===== src/rtl/xsort_pkg.sv =====
package xsort_pkg;
    localparam int ENTRIES = 4;
    localparam int IDX_W   = $clog2(ENTRIES);
    localparam int LAST_I  = ENTRIES - 2;
    localparam int LAST_J  = ENTRIES - 1;
    localparam int PAIRS   = ENTRIES * (ENTRIES - 1) / 2;
    // busy cycles with no exchange: clear + outer loads + four per pair
    localparam int BASE_CYCLES = 1 + (ENTRIES - 1) + 4 * PAIRS;
    localparam int MAX_CYCLES  = BASE_CYCLES + 2 * PAIRS;

    typedef enum logic [3:0] {
        ST_IDLE,
        ST_CLR_I,
        ST_LOAD_A,
        ST_INC_J,
        ST_LOAD_B,
        ST_COMPARE,
        ST_WR_J,
        ST_WR_I,
        ST_RELOAD,
        ST_FINISH
    } xsort_state_e;

    typedef struct packed {
        logic clr_i;
        logic inc_i;
        logic cpy_j;
        logic inc_j;
        logic ld_a;
        logic ld_b;
        logic sel_j;
        logic pick_b;
        logic sort_we;
        logic idle;
        logic busy;
        logic done;
    } xsort_ctl_t;
endpackage


===== src/rtl/xsort_regfile.sv =====
module xsort_regfile
    import xsort_pkg::*;
#(
    parameter int DATA_W = 8
) (
    input  logic              clk,
    input  logic              rst_n,
    input  logic              we,
    input  logic [IDX_W-1:0]  waddr,
    input  logic [DATA_W-1:0] wdata,
    input  logic [IDX_W-1:0]  sort_raddr,
    output logic [DATA_W-1:0] sort_rdata,
    input  logic [IDX_W-1:0]  ext_raddr,
    output logic [DATA_W-1:0] ext_rdata
);
    logic [DATA_W-1:0] entry_q [ENTRIES];
    logic [ENTRIES-1:0] dec_en;

    // gated 2-to-4 decoder
    always_comb begin
        dec_en = '0;
        if (we) dec_en[waddr] = 1'b1;
    end

    for (genvar e = 0; e < ENTRIES; e++) begin : g_entry
        always_ff @(posedge clk or negedge rst_n) begin
            if (!rst_n)        entry_q[e] <= '0;
            else if (dec_en[e]) entry_q[e] <= wdata;
        end
    end

    assign sort_rdata = entry_q[sort_raddr];
    assign ext_rdata  = entry_q[ext_raddr];
endmodule


===== src/rtl/xsort_index.sv =====
module xsort_index
    import xsort_pkg::*;
(
    input  logic             clk,
    input  logic             rst_n,
    input  logic             clr_i,
    input  logic             inc_i,
    input  logic             cpy_j,
    input  logic             inc_j,
    output logic [IDX_W-1:0] i_q,
    output logic [IDX_W-1:0] j_q,
    output logic             i_last,
    output logic             j_last
);
    always_ff @(posedge clk or negedge rst_n) begin
        if (!rst_n)     i_q <= '0;
        else if (clr_i) i_q <= '0;
        else if (inc_i) i_q <= i_q + 1'b1;
    end

    always_ff @(posedge clk or negedge rst_n) begin
        if (!rst_n)     j_q <= '0;
        else if (cpy_j) j_q <= i_q;
        else if (inc_j) j_q <= j_q + 1'b1;
    end

    assign i_last = (i_q == IDX_W'(LAST_I));
    assign j_last = (j_q == IDX_W'(LAST_J));
endmodule


===== src/rtl/xsort_ctrl.sv =====
module xsort_ctrl
    import xsort_pkg::*;
(
    input  logic         clk,
    input  logic         rst_n,
    input  logic         start,
    input  logic         b_lt_a,
    input  logic         i_last,
    input  logic         j_last,
    output xsort_state_e state_q,
    output xsort_ctl_t   ctl
);
    xsort_state_e state_d;

    always_ff @(posedge clk or negedge rst_n) begin
        if (!rst_n) state_q <= ST_IDLE;
        else        state_q <= state_d;
    end

    always_comb begin
        state_d = state_q;
        unique case (state_q)
            ST_IDLE:    if (start) state_d = ST_CLR_I;
            ST_CLR_I:   state_d = ST_LOAD_A;
            ST_LOAD_A:  state_d = ST_INC_J;
            ST_INC_J:   state_d = ST_LOAD_B;
            ST_LOAD_B:  state_d = ST_COMPARE;
            ST_COMPARE: state_d = b_lt_a ? ST_WR_J : ST_RELOAD;
            ST_WR_J:    state_d = ST_WR_I;
            ST_WR_I:    state_d = ST_RELOAD;
            ST_RELOAD: begin
                if (!j_last)     state_d = ST_INC_J;
                else if (!i_last) state_d = ST_LOAD_A;
                else             state_d = ST_FINISH;
            end
            ST_FINISH:  if (!start) state_d = ST_IDLE;
            default:    state_d = ST_IDLE;
        endcase
    end

    always_comb begin
        ctl = '0;
        unique case (state_q)
            ST_IDLE:    ctl.idle = 1'b1;
            ST_CLR_I: begin
                ctl.busy  = 1'b1;
                ctl.clr_i = 1'b1;
            end
            ST_LOAD_A: begin
                ctl.busy  = 1'b1;
                ctl.ld_a  = 1'b1;
                ctl.cpy_j = 1'b1;
            end
            ST_INC_J: begin
                ctl.busy  = 1'b1;
                ctl.inc_j = 1'b1;
            end
            ST_LOAD_B: begin
                ctl.busy  = 1'b1;
                ctl.sel_j = 1'b1;
                ctl.ld_b  = 1'b1;
            end
            ST_COMPARE: ctl.busy = 1'b1;
            ST_WR_J: begin
                ctl.busy    = 1'b1;
                ctl.sel_j   = 1'b1;
                ctl.sort_we = 1'b1;
            end
            ST_WR_I: begin
                ctl.busy    = 1'b1;
                ctl.pick_b  = 1'b1;
                ctl.sort_we = 1'b1;
            end
            ST_RELOAD: begin
                ctl.busy  = 1'b1;
                ctl.ld_a  = 1'b1;
                ctl.inc_i = j_last && !i_last;
            end
            ST_FINISH:  ctl.done = 1'b1;
            default:    ctl = '0;
        endcase
    end
endmodule


===== src/rtl/xsort_top.sv =====
module xsort_top
    import xsort_pkg::*;
#(
    parameter int DATA_W = 8
) (
    input  logic              clk,
    input  logic              rst_n,
    input  logic              load_en,
    input  logic [1:0]        load_addr,
    input  logic [DATA_W-1:0] load_data,
    input  logic              start,
    input  logic [1:0]        rd_addr,
    output logic [DATA_W-1:0] rd_data,
    output logic              busy,
    output logic              done
);
    xsort_state_e      state_q;
    xsort_ctl_t        ctl;
    logic [IDX_W-1:0]  i_q, j_q, idx;
    logic              i_last, j_last, b_lt_a;
    logic [DATA_W-1:0] a_q, b_q, cell_q, ext_q;
    logic              rf_we;
    logic [IDX_W-1:0]  rf_waddr;
    logic [DATA_W-1:0] rf_wdata;

    xsort_ctrl u_ctrl (
        .clk(clk), .rst_n(rst_n), .start(start), .b_lt_a(b_lt_a),
        .i_last(i_last), .j_last(j_last), .state_q(state_q), .ctl(ctl)
    );

    xsort_index u_index (
        .clk(clk), .rst_n(rst_n), .clr_i(ctl.clr_i), .inc_i(ctl.inc_i),
        .cpy_j(ctl.cpy_j), .inc_j(ctl.inc_j), .i_q(i_q), .j_q(j_q),
        .i_last(i_last), .j_last(j_last)
    );

    // index mux: one address for both sort read and write decode
    assign idx = ctl.sel_j ? j_q : i_q;

    // write path: external load only in idle, else A/B select
    assign rf_we    = (ctl.idle && load_en) || ctl.sort_we;
    assign rf_waddr = ctl.idle ? load_addr : idx;
    assign rf_wdata = ctl.idle ? load_data : (ctl.pick_b ? b_q : a_q);

    xsort_regfile #(.DATA_W(DATA_W)) u_rf (
        .clk(clk), .rst_n(rst_n), .we(rf_we), .waddr(rf_waddr),
        .wdata(rf_wdata), .sort_raddr(idx), .sort_rdata(cell_q),
        .ext_raddr(rd_addr), .ext_rdata(ext_q)
    );

    always_ff @(posedge clk or negedge rst_n) begin
        if (!rst_n)        a_q <= '0;
        else if (ctl.ld_a) a_q <= cell_q;
    end

    always_ff @(posedge clk or negedge rst_n) begin
        if (!rst_n)        b_q <= '0;
        else if (ctl.ld_b) b_q <= cell_q;
    end

    assign b_lt_a  = (b_q < a_q);
    assign busy    = ctl.busy;
    assign done    = ctl.done;
    assign rd_data = ctl.busy ? '0 : ext_q;
endmodule


===== config.mk =====
export PLATFORM = sky130hd
export DESIGN_NAME = xsort_top
export DESIGN_NICKNAME = d
export VERILOG_FILES = /design/src/rtl/xsort_pkg.sv /design/src/rtl/xsort_regfile.sv /design/src/rtl/xsort_index.sv /design/src/rtl/xsort_ctrl.sv /design/src/rtl/xsort_top.sv
export SDC_FILE = /design/constraint.sdc
export NUM_CORES = 1
export LEC_CHECK = 0
export ABC_AREA = 0
export BUFFER_PORTS_ARGS = -buffer_cell sky130_fd_sc_hd__clkbuf_2
export CAP_MARGIN = 15
export CORE_ASPECT_RATIO = 0.75
export CORE_MARGIN = 3
export CORE_UTILIZATION = 30
export DETAILED_ROUTE_END_ITERATION = 10
export GPL_TIMING_DRIVEN = 0
export PLACE_DENSITY = 0.48
export SLEW_MARGIN = 20
export SYNTH_ARGS = -nofsm -noshare
export SYNTH_HDL_FRONTEND = slang
export SYNTH_SLANG_ARGS = --single-unit

===== constraint.sdc =====
create_clock -name clk -period 2.3 [get_ports clk]
set_clock_uncertainty 0.2 [all_clocks]
set_input_delay 0.575 -clock clk [delete_from_list [all_inputs] [get_ports clk]]
set_output_delay 0.575 -clock clk [all_outputs]
set_load 0.05 [all_outputs]

* Yosys cells after proc, flatten, opt, wreduce, memory -nomap -nowiden
Index checks and enable logic that the tools add are counted. W data, S select, Z words.
Operators by class: add/subtract/negate cells 2, equal/unequal tests 13, order comparisons 5, bitwise gates (word level) 2, mux-type cells 36, reduce and logical (&&, ||, !) cells 13
Operators with widths (number):
- $mux W8 | 7
- $pmux W4 S10 | 1
- $bmux W8 S2 | 2
- $mux W4 | 6
- $eq A4 B3 Y1 const B | 4
- $mux W1 | 13
- $mux W2 | 6
- $eq A4 B2 Y1 const B | 2
- $eq A4 B4 Y1 const B | 2
- $lt A8 B8 Y1 | 1
- $reduce_or A8 Y1 | 1
- $ge A3 B3 Y1 const B | 2
- $not A2 Y3 | 2
- $reduce_or A2 Y1 | 3
- $add A2 B1 Y2 const B | 2
- $eq A2 B2 Y1 const B | 2
- $eq A4 B1 Y1 const B | 1
- $logic_not A4 Y1 | 1
- $ne A2 B2 Y1 const B | 2
- $reduce_bool A2 Y1 | 2
- $logic_and A1 B1 Y1 | 3
- $lt A2 B3 Y1 const B | 1
- $demux W1 S2 | 1
- $ge A2 B1 Y1 const B | 1
- other kinds (3) | 3
Word-level totals: register bits 56, input bits 16

* Longest topological paths before layout
depth after elaboration 10, mapped depth 7

* Cells and area by module
A second synthesis with hierarchy kept.
Unflattened totals: cell total of the unflattened synthesis 258, area, all modules 3209.3 um^2
By module, submodules not included:
- xsort_regfile | instances 1, cells each 88, area an instance 1590.3 um^2
- xsort_top | instances 1, cells each 106, area an instance 1022.2 um^2
- xsort_ctrl | instances 1, cells each 47, area an instance 407.9 um^2
- xsort_index | instances 1, cells each 17, area an instance 188.9 um^2

* Worst setup path before layout
No wires, ideal clock.
path kind register to output, start reg u_ctrl.state_q[0], end out rd_data[0], arrival time 2.517 ns, cell stages (with the launch flop) 7, slack -0.992 ns, buffers on the path 3, path through dfrtp_1 buf_2 nor4_4 buf_2 buf_2 nor2_1 nor2b_1
On the way: word-level cells in the longest chain between the ends 4, elaborated cells between the ends (all ways) 11
Ends and longest elaborated chain:
- start: declaration | line xsort_ctrl.sv:10 | output xsort_state_e state_q,
- start signal: assignment | line xsort_ctrl.sv:17 | else state_q <= state_d;
- $eq A4 B1 Y1 (tied with other cells) | line xsort_ctrl.sv:43 | unique case (state_q)
- $reduce_or A8 Y1 (no line) *
- $mux W1 * | line xsort_ctrl.sv:43
- named net busy | line xsort_top.sv:14 | output logic busy,
- $mux W8 * | line xsort_top.sv:64 | assign rd_data = ctl.busy ? '0 : ext_q;
- end: declaration | line xsort_top.sv:13 | output logic [DATA_W-1:0] rd_data,
Mark *: on every way through the listed nets, which the timed path passes. The rest lies on a longest branch.

* Final worst setup path
start reg u_ctrl.state_q[0], end out rd_data[6]
On the way: word-level cells in the longest chain between the ends 4, elaborated cells between the ends (all ways) 11
Ends and longest elaborated chain (line):
- $eq A4 B1 Y1 (tied with other cells) | xsort_ctrl.sv:43
- $reduce_or A8 Y1 (no line) *
- $mux W1 * | xsort_ctrl.sv:43
- $mux W8 * | xsort_top.sv:64
Mark *: on every way between the ends. The rest lies on a longest branch, timed or not.

==> flow_summary_export.csv <==
group,metric,value,unit
floorplan,core_area,10600,um^2
logic_synthesis,yosys_warnings,0,
power_and_ir_drop,p_per_area,1470,nW/um^2
setup_path,endpoint_kind,"output pin",
sta,post-route-min-period,2600,ps
setup_path,ff2ff_path_depth,9,
min_path,hold_depth,1,
min_path,min_to,"b_q[0]",
logic_synthesis,ys.flop_type,"dfrtp_1",
cells_and_area,syn_to_final_growth,37.9,%
clocking,cts-root-buf,"clkbuf_16",
logic_synthesis,ys_ff_latch,56,
logic_synthesis,synth_fa_ha_area_share,3.36,%
grt,overflow,0,
drt,wl_met2,4060,um
min_path,hp-class,"reg2reg",
clocking,path_clk_slew,70,ps
floorplan,die_h,97.5,um
logic_synthesis,syn_nets,309,
drt,drt-vias-per-instance,5.13,
logic_synthesis,synth.avg_cell_area,11.8,um^2
drt,vias,2453,
floorplan,dieWidth,128,um
setup_path,arrival,1830,ps
logic_synthesis,synthCells,284,
logic_synthesis,synth_top_area_share,41.8,%
drt,m1WireLength,4840,um
sta,hold_ws,332,ps
logic_synthesis,synth-xor-area-share,0.523,%
grt,grt_max_degree,43,
clocking,cts.sinks,56,
sta,period_share,113,%
logic_synthesis,synth.distinct_cells,43,
clocking,clockBufferDepth,2,
floorplan,rows,32,
sta,drv_slew,0,
setup_path,worst-setup-path-type,"reg2out",
floorplan,initial_core_util,31.7,%
cells_and_area,fin_util,43.7,%
sta,worstMarginPinSlew,898,ps
grt,antenna_found_initial,0,
cells_and_area,layout-drive-gt1-share,44.7,%
placement,gp_congestion,0.800,
power_and_ir_drop,leakagePower,2.21,nW
power_and_ir_drop,finalPower,6.78,mW
grt,grt_pass1_wl,14300,um
run,max_cap_viol_count,0,
setup_path,timing.rr.start,"u_ctrl.state_q[0]",
logic_synthesis,synth.most_common_cell,"dfrtp_1",
drt,drt_first_iter_violations,205,
grt,grt_pass1_vias,2506,
placement,dp_cells,444,
placement,place_worst_setup_slack,-627,ps
setup_path,cp_data_required_time,1520,ps
logic_synthesis,synth_edf_count,0,
power_and_ir_drop,peakVddDrop,0.000438,V
drt,drt-pass1-iter-count,4,
status,violations,"negative setup slack",
cells_and_area,final_nets,366,
status,status,"complete, but fails checks",
drt,wl_per_cell,19.2,um
logic_synthesis,synth_compound_area_share,8.36,%
sta,setup_ws,-301,ps
clocking,cts_tree,"done",
clocking,cts_made_buffers,5,
placement,hpwl,5960,um
setup_path,path_max_fanout,5,
floorplan,io_pins,26,
logic_synthesis,ys_top_cells_by_area,"dfrtp_1 (42%), mux2_2 (16%), mux2i_1 (10%), mux4_2 (5.4%), ha_1 (3.4%)",
placement,io_buffers,23,
drt,top_layer_used,"met4",
cells_and_area,final_cells,478,
floorplan,die_area,12500,um^2
logic_synthesis,synth_top_family_by_area,"multiplexers",
logic_synthesis,synth-simple-area-share,10.5,%
setup_path,rrSetupSlack,-140,ps
drt,met3_length,218,um
cells_and_area,diodes,0,
sta,rsz0062_at_grt,"yes",
sta,fmax,0.384,GHz
drt,wirelength,9190,um
logic_synthesis,syn-cell-area,3350,um^2
logic_synthesis,yosys.area.top_type,"dfrtp_1",
cells_and_area,nFillCells,1016,
drt,drc,0,
setup_path,r2r-end,"a_q[5]",
clocking,clock_latency,300,ps
logic_synthesis,synthTopCellsByCount,"dfrtp_1 (56), mux2_2 (48), mux2i_1 (34)",
logic_synthesis,async_flop_share,100,%
sta,max_slew_margin,39.7,%
min_path,holdCritStartpoint,"b_q[0]",
sta,setup_violations,41,
drt,drtAntennaViolNets,0,
clocking,h-tree-depth,2,
logic_synthesis,synthMuxAreaShare,32.1,%
logic_synthesis,yosysSeqAreaShare,41.8,%
setup_path,crit_path_start_kind,"flip-flop",
sta,finalHoldViolCount,0,
grt,grt.total_usage,14.9,%
-- through the flow --
step / TNS [ps] / area [um^2]
detailed placement: -20670 / 3770
global route: -7690 / 4620
finish: -5010 / 4620
CTS: -12120 / 4620
global placement: -21650 / 3740
floorplan: -2660 / 3450
-- how the worst max path moves through the flow --
| stage | start | endpoint |
|---|---|---|
| floorplan | u_ctrl.state_q[1] | rd_data[0] |
| global placement | rd_addr[1] | rd_data[3] |
| detailed placement | rd_addr[1] | rd_data[3] |
| CTS | u_ctrl.state_q[0] | rd_data[6] |
| global route | u_ctrl.state_q[3] | rd_data[7] |
| finish | u_ctrl.state_q[0] | rd_data[6] |
-- critical path, stage by stage, from the launching register on --
cell and delay, ps:
dfrtp_1 400, buf_6 140, o31a_1 380, nor2_4 370, nor2b_4 80, buf_8 160
-- sequential cells by signal, summed over array words and instances, names as in the netlist --
register and cells:
u_ctrl.state_q 4, b_q 8, u_rf.entry_q 32, u_index.i_q 2, u_index.j_q 2, a_q 8
-- logic make-up after synthesis --
logic type / after synthesis
mux: 91
buf+inv: 25
simple gates: 61
flops: 56
xor+xnor: 2
compound gates: 40
fa+ha+maj: 9
-- cell usage in the layout, fill, tap and decap left out, types with 9 or more instances in the layout --
cell / count
o21ai_1: 11
dfrtp_1: 56
inv_1: 12
buf_8: 9
mux2_4: 34
nand2_1: 16
clkbuf_2: 12
mux2_2: 14
ha_1: 9
buf_6: 11
buf_4: 13
mux2i_1: 29
-- power by group --
group / internal [mW] / switching (mW) / leakage, nW
Combinational: 2.10 / 2.09 / 1.39
Clock: 0.514 / 0.360 / 0.0808
Sequential: 1.38 / 0.328 / 0.733
-- layer usage --
| layer | vias up | GRT usage, % |
|---|---|---|
| li1 | 1158 | - |
| met1 | 1266 | 22.9 |
| met2 | 22 | 21.6 |
| met3 | 7 | 2.69 |
| met4 | 0 | 3.10 |
| met5 | - | 0 |
-- repair_timing --
item / 4_1_cts / 5_1_grt
cloned: 2 / 0
hold endpoints to repair: 14 / 0
setup buffers: 25 / 6
resized for setup: 92 / 27
hold buffers: 1 / 0
setup endpoints to repair: 58 / 60
pin swaps: 9 / 7
-- area by class of cell --
| class | instances | area, um^2 | area share, % |
|---|---|---|---|
| Multi-Input combinational cell | 204 | 2180 | 47.2 |
| Clock inverter | 2 | 35.0 | 0.758 |
| Inverter | 12 | 45.0 | 0.975 |
| Clock buffer | 6 | 129 | 2.79 |
| Tap cell | 136 | 170 | 3.68 |
| Buffer | 12 | 105 | 2.28 |
| Sequential cell | 56 | 1400 | 30.3 |
| Timing Repair Buffer | 50 | 552 | 11.9 |
Note: power is estimated with default switching activity, not from simulation.
